### src/rtl/irq_prio_pkg.sv
package irq_prio_pkg;
  localparam int unsigned DEF_LEVELS = 8;

  typedef enum logic [2:0] {
    CMD_NOP      = 3'd0,
    CMD_EOI_NS   = 3'd1,
    CMD_EOI_SP   = 3'd2,
    CMD_ROT_NS   = 3'd3,
    CMD_SET_PRIO = 3'd4,
    CMD_ROT_SP   = 3'd5,
    CMD_SMM_ON   = 3'd6,
    CMD_SMM_OFF  = 3'd7
  } cmd_e;
endpackage

### src/rtl/irq_req_stage.sv
module irq_req_stage #(
  parameter int unsigned N = 8
) (
  input  logic         clk,
  input  logic         rst_n,
  input  logic [N-1:0] req_i,
  output logic [N-1:0] irr_o
);
  // Level sensitive: the register simply samples the lines each cycle.
  always_ff @(posedge clk or negedge rst_n) begin
    if (!rst_n) irr_o <= '0;
    else        irr_o <= req_i;
  end
endmodule

### src/rtl/irq_prio_pick.sv
module irq_prio_pick #(
  parameter int unsigned N = 8,
  parameter int unsigned W = $clog2(N)
) (
  input  logic [N-1:0] vec_i,
  input  logic [W-1:0] ptr_i,
  output logic         valid_o,
  output logic [W-1:0] level_o
);
  logic [N-1:0] hit;     // hit[d]: bit with rank d is set
  logic [W-1:0] sel;

  // Level holding rank d, given the lowest-priority pointer.
  function automatic logic [W-1:0] level_at(input logic [W-1:0] d, input logic [W-1:0] ptr);
    return ptr + W'(1) + d;
  endfunction

  for (genvar d = 0; d < N; d++) begin : g_rank
    logic [W-1:0] idx;
    assign idx    = level_at(W'(d), ptr_i);
    assign hit[d] = vec_i[idx];
  end

  always_comb begin
    sel = '0;
    for (int d = N - 1; d >= 0; d--) begin
      if (hit[d]) sel = W'(d);
    end
  end

  assign valid_o = |hit;
  assign level_o = level_at(sel, ptr_i);

  // a reported winner always names a set bit of the input vector
  always_comb begin
    if (valid_o) p_pick_hits_r4: assert (vec_i[level_o]);
  end
endmodule

### src/rtl/irq_isr_ctrl.sv
module irq_isr_ctrl
  import irq_prio_pkg::*;
#(
  parameter int unsigned N = 8,
  parameter int unsigned W = $clog2(N)
) (
  input  logic         clk,
  input  logic         rst_n,
  input  logic         ack_i,
  input  logic         ack_ok_i,
  input  logic [W-1:0] ack_level_i,
  input  logic         cmd_valid_i,
  input  logic [2:0]   cmd_code_i,
  input  logic [W-1:0] cmd_level_i,
  input  logic [N-1:0] imr_i,
  output logic [N-1:0] isr_o,
  output logic [W-1:0] ptr_o,
  output logic         smm_o
);
  cmd_e         code;
  logic [N-1:0] isr_q, isr_d, set_v, clr_v, eoi_vec;
  logic [W-1:0] ptr_q, ptr_d, eoi_level;
  logic         smm_q, smm_d, eoi_valid;

  assign code = cmd_e'(cmd_code_i);

  // Target of a nonspecific end-of-interrupt; masked bits skipped in special mask mode.
  assign eoi_vec = smm_q ? (isr_q & ~imr_i) : isr_q;

  irq_prio_pick #(.N(N), .W(W)) u_eoi_pick (
    .vec_i   (eoi_vec),
    .ptr_i   (ptr_q),
    .valid_o (eoi_valid),
    .level_o (eoi_level)
  );

  always_comb begin
    set_v = '0;
    clr_v = '0;
    ptr_d = ptr_q;
    smm_d = smm_q;
    if (ack_i && ack_ok_i) set_v[ack_level_i] = 1'b1;
    if (cmd_valid_i) begin
      case (code)
        CMD_EOI_NS:   if (eoi_valid) clr_v[eoi_level] = 1'b1;
        CMD_EOI_SP:   clr_v[cmd_level_i] = 1'b1;
        CMD_ROT_NS:   if (eoi_valid) begin
                        clr_v[eoi_level] = 1'b1;
                        ptr_d = eoi_level;
                      end
        CMD_SET_PRIO: ptr_d = cmd_level_i;
        CMD_ROT_SP:   begin
                        clr_v[cmd_level_i] = 1'b1;
                        ptr_d = cmd_level_i;
                      end
        CMD_SMM_ON:   smm_d = 1'b1;
        CMD_SMM_OFF:  smm_d = 1'b0;
        default:      ;
      endcase
    end
    isr_d = (isr_q | set_v) & ~clr_v;
  end

  always_ff @(posedge clk or negedge rst_n) begin
    if (!rst_n) begin
      isr_q <= '0;
      ptr_q <= W'(N - 1);
      smm_q <= 1'b0;
    end else begin
      isr_q <= isr_d;
      ptr_q <= ptr_d;
      smm_q <= smm_d;
    end
  end

  assign isr_o = isr_q;
  assign ptr_o = ptr_q;
  assign smm_o = smm_q;

  // specific end-of-interrupt leaves the named bit clear
  p_spec_eoi_r8: assert property (@(posedge clk) disable iff (!rst_n)
    (cmd_valid_i && code == CMD_EOI_SP && !ack_i) |=> !isr_q[$past(cmd_level_i)]);

  // set priority and rotate-on-specific load the pointer
  p_ptr_load_r10: assert property (@(posedge clk) disable iff (!rst_n)
    (cmd_valid_i && (code == CMD_SET_PRIO || code == CMD_ROT_SP)) |=> ptr_q == $past(cmd_level_i));

  // rotate-on-nonspecific moves the pointer to the level it cleared
  p_rot_ns_ptr_r9: assert property (@(posedge clk) disable iff (!rst_n)
    (cmd_valid_i && code == CMD_ROT_NS && eoi_valid) |=> ptr_q == $past(eoi_level));

  // nonspecific end-of-interrupt removes exactly one in-service bit
  p_ns_eoi_one_r7: assert property (@(posedge clk) disable iff (!rst_n)
    (cmd_valid_i && code == CMD_EOI_NS && !ack_i && !smm_q && isr_q != '0)
    |=> ($countones(isr_q) + 1 == $countones($past(isr_q))));
endmodule

### src/rtl/irq_resolver.sv
module irq_resolver
  import irq_prio_pkg::*;
#(
  parameter int unsigned N = DEF_LEVELS,
  localparam int unsigned W = $clog2(N)
) (
  input  logic         clk,
  input  logic         rst_n,
  input  logic [N-1:0] req_i,
  input  logic         mask_wr_i,
  input  logic [N-1:0] mask_data_i,
  input  logic         ack_i,
  input  logic         cmd_valid_i,
  input  logic [2:0]   cmd_code_i,
  input  logic [W-1:0] cmd_level_i,
  output logic         irq_o,
  output logic [W-1:0] win_level_o,
  output logic [N-1:0] irr_o,
  output logic [N-1:0] isr_o,
  output logic [N-1:0] imr_o
);
  logic [N-1:0] irr, isr, imr_q, pending;
  logic [W-1:0] ptr, req_level, top_level;
  logic         smm, req_valid, top_valid, outranks;

  // Rank of a level against the pointer: 0 is the highest priority.
  function automatic logic [W-1:0] rank_of(input logic [W-1:0] lvl, input logic [W-1:0] p);
    return lvl - p - W'(1);
  endfunction

  always_ff @(posedge clk or negedge rst_n) begin
    if (!rst_n)         imr_q <= '0;
    else if (mask_wr_i) imr_q <= mask_data_i;
  end

  irq_req_stage #(.N(N)) u_req (
    .clk   (clk),
    .rst_n (rst_n),
    .req_i (req_i),
    .irr_o (irr)
  );

  // In special mask mode a level's own in-service bit still holds it back.
  assign pending = irr & ~imr_q & (smm ? ~isr : {N{1'b1}});

  irq_prio_pick #(.N(N), .W(W)) u_req_pick (
    .vec_i   (pending),
    .ptr_i   (ptr),
    .valid_o (req_valid),
    .level_o (req_level)
  );

  irq_prio_pick #(.N(N), .W(W)) u_isr_pick (
    .vec_i   (isr),
    .ptr_i   (ptr),
    .valid_o (top_valid),
    .level_o (top_level)
  );

  assign outranks = !top_valid || (rank_of(req_level, ptr) < rank_of(top_level, ptr));
  assign irq_o    = req_valid && (smm || outranks);

  irq_isr_ctrl #(.N(N), .W(W)) u_isr (
    .clk         (clk),
    .rst_n       (rst_n),
    .ack_i       (ack_i),
    .ack_ok_i    (irq_o),
    .ack_level_i (req_level),
    .cmd_valid_i (cmd_valid_i),
    .cmd_code_i  (cmd_code_i),
    .cmd_level_i (cmd_level_i),
    .imr_i       (imr_q),
    .isr_o       (isr),
    .ptr_o       (ptr),
    .smm_o       (smm)
  );

  assign win_level_o = req_level;
  assign irr_o       = irr;
  assign isr_o       = isr;
  assign imr_o       = imr_q;

  // a granted acknowledge marks the winner in service
  p_ack_sets_isr_r5: assert property (@(posedge clk) disable iff (!rst_n)
    (ack_i && irq_o && !cmd_valid_i) |=> isr_o[$past(win_level_o)]);

  // an acknowledge with no interrupt pending leaves in-service untouched
  p_ack_idle_r5: assert property (@(posedge clk) disable iff (!rst_n)
    (ack_i && !irq_o && !cmd_valid_i) |=> isr_o == $past(isr_o));

  // a level already in service is never granted again
  p_no_self_nest_r6: assert property (@(posedge clk) disable iff (!rst_n)
    irq_o |-> !isr_o[win_level_o]);

  // with every level masked the processor line stays low
  p_full_mask_r3: assert property (@(posedge clk) disable iff (!rst_n)
    (imr_o == {N{1'b1}}) |-> !irq_o);
endmodule

### config.mk
export PLATFORM = sky130hd
export DESIGN_NAME = irq_resolver
export DESIGN_NICKNAME = d
export VERILOG_FILES = /design/src/rtl/irq_prio_pkg.sv /design/src/rtl/irq_req_stage.sv /design/src/rtl/irq_prio_pick.sv /design/src/rtl/irq_isr_ctrl.sv /design/src/rtl/irq_resolver.sv
export SDC_FILE = /design/constraint.sdc
export NUM_CORES = 1
export LEC_CHECK = 0
export BUFFER_PORTS_ARGS = -buffer_cell sky130_fd_sc_hd__buf_4
export CELL_PAD_IN_SITES_DETAIL_PLACEMENT = 0
export CELL_PAD_IN_SITES_GLOBAL_PLACEMENT = 1
export CORE_MARGIN = 4
export CORE_UTILIZATION = 48
export CTS_CLUSTER_DIAMETER = 80
export DETAILED_ROUTE_END_ITERATION = 10
export GPL_TIMING_DRIVEN = 0
export PLACE_DENSITY = 0.95
export SLEW_MARGIN = 20
export SYNTH_ARGS = -nofsm -noshare
export SYNTH_HDL_FRONTEND = slang
export SYNTH_SLANG_ARGS = --single-unit
### constraint.sdc
create_clock -name clk -period 11.5 [get_ports clk]
set_input_delay 2.3 -clock clk [delete_from_list [all_inputs] [get_ports clk]]
set_output_delay 2.3 -clock clk [all_outputs]
set_load 0.05 [all_outputs]
==> PnR_summary.wiki <==
{| class="wikitable"
! Metric !! Value
|-
| Met3 wire length || 819 µm
|-
| Count of antenna diodes in the layout || 0
|-
| Setup_tns || 0 ps
|-
| Required time of the critical path || 9200 ps
|-
| Library cell occupying the most area in the post-synthesis netlist || dfrtp_1
|-
| Number of search-and-repair iterations in the first detailed-routing pass || 5
|-
| Final setup viols || 0
|-
| Cells taking the most area after synthesis || dfrtp_1 (18%), mux4_2 (14%), mux2_2 (7.2%)
|-
| Clock Skew || 5.26 ps
|-
| Class of the tightest hold or removal check || reg2reg
|-
| Type of the worst setup path || reg2out
|-
| Minimum setup slack after placement || 2770 ps
|-
| Mean post-synth cell area || 9.36 µm²
|-
| Post-detailed-route DRC marker count || 0
|-
| Transition at the pin with the smallest max-transition slack || 736 ps
|-
| Number of nets with antenna violations after detailed routing || 0
|-
| Number of top-level pins || 55
|-
| Gate count of the mapped netlist || 370
|-
| Area inside the core boundary || 0.00691 mm²
|-
| Via count || 3315
|-
| Die width || 92.9 µm
|-
| Share of the synthesized area in the top cell type || 18.1%
|-
| Nets@finish || 465
|-
| Starting density of the core || 50.1%
|-
| Result of the run || complete, no violations
|-
| Root cell of the clock tree || clkbuf_8
|-
| Count of non-filler cells in the finished layout || 522
|-
| Area added between synthesis and finish || 16.8%
|-
| Placed wire-length estimate || 7.52 mm
|-
| Die footprint || 0.00864 mm²
|-
| Routed wl met2 || 4.58 mm
|-
| Reg clk slew, reported paths || 100 ps
|-
| WP data arrival || 6750 ps
|-
| Net count after synthesis || 408
|-
| Kind of end point of the critical path || primary output
|-
| Delay contributed by the slowest stage of the critical path || 550 ps
|-
| Global-route wire length before repair || 15.8 mm
|-
| IO buf count || 52
|-
| Max-cap violations || 0
|-
| Top achievable clock speed || 0.111 GHz
|-
| Number of hold-slack violations in the final timing report || 0
|-
| Shortest period the worst path allows || 9050 ps
|-
| Final max-slew violation count || 0
|-
| Ratio of cells with drive above 1 in the final layout || 30.8%
|-
| Max-slew headroom || 50.6%
|-
| Share of the yosys chip area belonging to registers || 20.3%
|-
| Total number of H-tree levels || 1
|-
| Post-CTS setup buffer count || 0
|-
| Clock insertion delay at the later pin of the skew report || 280 ps
|-
| First DRT Iteration DRCs || 264
|-
| Post-synthesis async set-or-reset flop share || 100%
|-
| Critical path peak fanout || 10
|-
| Slowest-stage cell, CP || dfstp_2
|-
| Number of global-route vias before repair || 3228
|-
| Initial antenna violation count || 0
|-
| # rows || 30
|-
| RSZ-0062 raised after global routing || no
|-
| Pin count of the biggest net entering global routing || 29
|-
| Number of inserted filler cells in the final layout || 646
|-
| Inserted Clock Buffers || 3
|-
| Ratio of final minimum period to clock period || 78.7%
|-
| Post-cts gate resize count || 0
|-
| Top cells by count, synth || nand2_1 (26), nor2_1 (26), dfrtp_1 (25), mux2_2 (22), mux4_2 (21)
|-
| Number of cells in the design after placement || 518
|-
| Count of warnings emitted by yosys || 0
|-
| Total routed wirelength || 9.69 mm
|-
| Routed wirelength normalized by instance count || 18.6 µm
|-
| Prevailing post-synth register cell || dfrtp_1
|-
| Number of flops mapped to enable cells by yosys || 0
|-
| Top layer reached by signal wires || met4
|-
| Startpoint kind of the worst setup timing path || flip-flop
|-
| Routability congestion estimate || 0.946
|-
| Via/cell ratio || 6.35
|-
| Post-synthesis instance area || 0.00346 mm²
|-
| Y dimension of the die || 92.9 µm
|-
| Total grt overflow || 0
|-
| Worst setup margin || 2450 ps
|-
| Wire length the detailed router placed on met1 || 4.05 mm
|-
| Hold-fix buffer count after cts || 0
|-
| TritonCTS sink count || 28
|-
| Synthesis-stage register bit count || 28
|-
| Total GRT Usage || 22.9%
|-
| Post-synth cell types || 62
|-
| Number of buffers on the longest clock path || 2
|-
| Clock tree from TritonCTS || built
|}
-- layout make-up --
type | count | area [µm²] | area share [%]
clock buffer | 3 | 41.3 | 1.02
buffer | 19 | 114 | 2.82
clock inverter | 1 | 30.0 | 0.743
tap | 96 | 120 | 2.97
inverter | 18 | 67.6 | 1.67
multi-input combinational | 305 | 2580 | 63.7
timing repair buffer | 52 | 390 | 9.65
sequential | 28 | 704 | 17.4
-- state kept, by name, indices dropped and copies added, names as in the netlist --
signal / flops
u_isr.ptr_o: 3
imr_o: 8
u_req.irr_o: 8
u_isr.smm_o: 1
u_isr.isr_o: 8
-- cells in the final DEF, fill, tap and decap left out, drive strengths merged, types with 2 or more instances in the layout --
cell and n:
fa 3, xor2 5, o211a 2, or4 2
nor3b 5, mux4 22, mux2i 14, or2 5
xnor2 12, nor3 7, dfstp 3, nor4 13
dfrtp 25, a22oi 8, xnor3 2, o21ai 13
buf 63, mux2 22, a211o 5, nand2 26
a21oi 17, and2 11, and3 4, nor2 26
ha 8, nand2b 3, nand3 18, o21bai 3
nand4 8, clkbuf 11, a221oi 3, inv 17
o21a 4, a31oi 4, o221ai 2, nor2b 15
a211oi 2
-- layer usage --
metal / up-vias / GRT usage [%]
li1: 1510 / -
met1: 1600 / 31.4
met2: 175 / 37.9
met3: 30 / 2.92
met4: 0 / 6.23
met5: - / 0
-- cell families (layout without fill, tap and decap cells) --
kind of cell | Yosys count | after routing | share of synthesized area [%]
flops | 28 | 28 | 20.3
simple gates | 145 | 145 | 22.7
fa+ha+maj | 11 | 11 | 4.63
mux | 58 | 58 | 25.6
xor+xnor | 19 | 19 | 5.82
compound gates | 72 | 72 | 15.6
buf+inv | 37 | 93 | 5.24
-- worst max-delay path, delay by kind of cell (launching register included) --
family | cells | cell delay [ps]
AND/OR/NAND/NOR | 3 | 330
adder cells (fa/ha/maj) | 5 | 1850
XOR/XNOR | 2 | 320
AO/OA/AOI/OAI | 7 | 1350
multiplexers | 2 | 650
flip-flops | 1 | 550
buffers and inverters | 9 | 1410
-- worst paths after layout --
path	start	end	slack, ps	cells after the start
max	u_isr.ptr_o[0]$_DFFE_PN1P_	irq_o	2450	28
min in group asynchronous	rst_n	imr_o[6]$_DFFE_PN0P_	1920	1
min reg2reg	u_isr.ptr_o[1]$_DFFE_PN1P_	u_isr.ptr_o[1]$_DFFE_PN1P_	530	2
max in group asynchronous	rst_n	u_isr.ptr_o[2]$_DFFE_PN1P_	9270	1
max reg2reg	u_isr.ptr_o[0]$_DFFE_PN1P_	u_isr.isr_o[1]$_DFF_PN0_	4440	29
min	u_isr.ptr_o[1]$_DFFE_PN1P_	u_isr.ptr_o[1]$_DFFE_PN1P_	530	2
-- through the flow --
stage	util (%)	hold slack [ps]	area (µm²)
floorplan	-	489	3460
global placement	57.5	523	3970
detailed placement	57.5	523	3970
CTS	58.6	537	4040
global route	58.6	554	4040
finish	58.6	533	4040
Power is left out: the tool's default activity adds up to more than one toggle a clock period on the data nets, which glitch-free logic cannot reach.
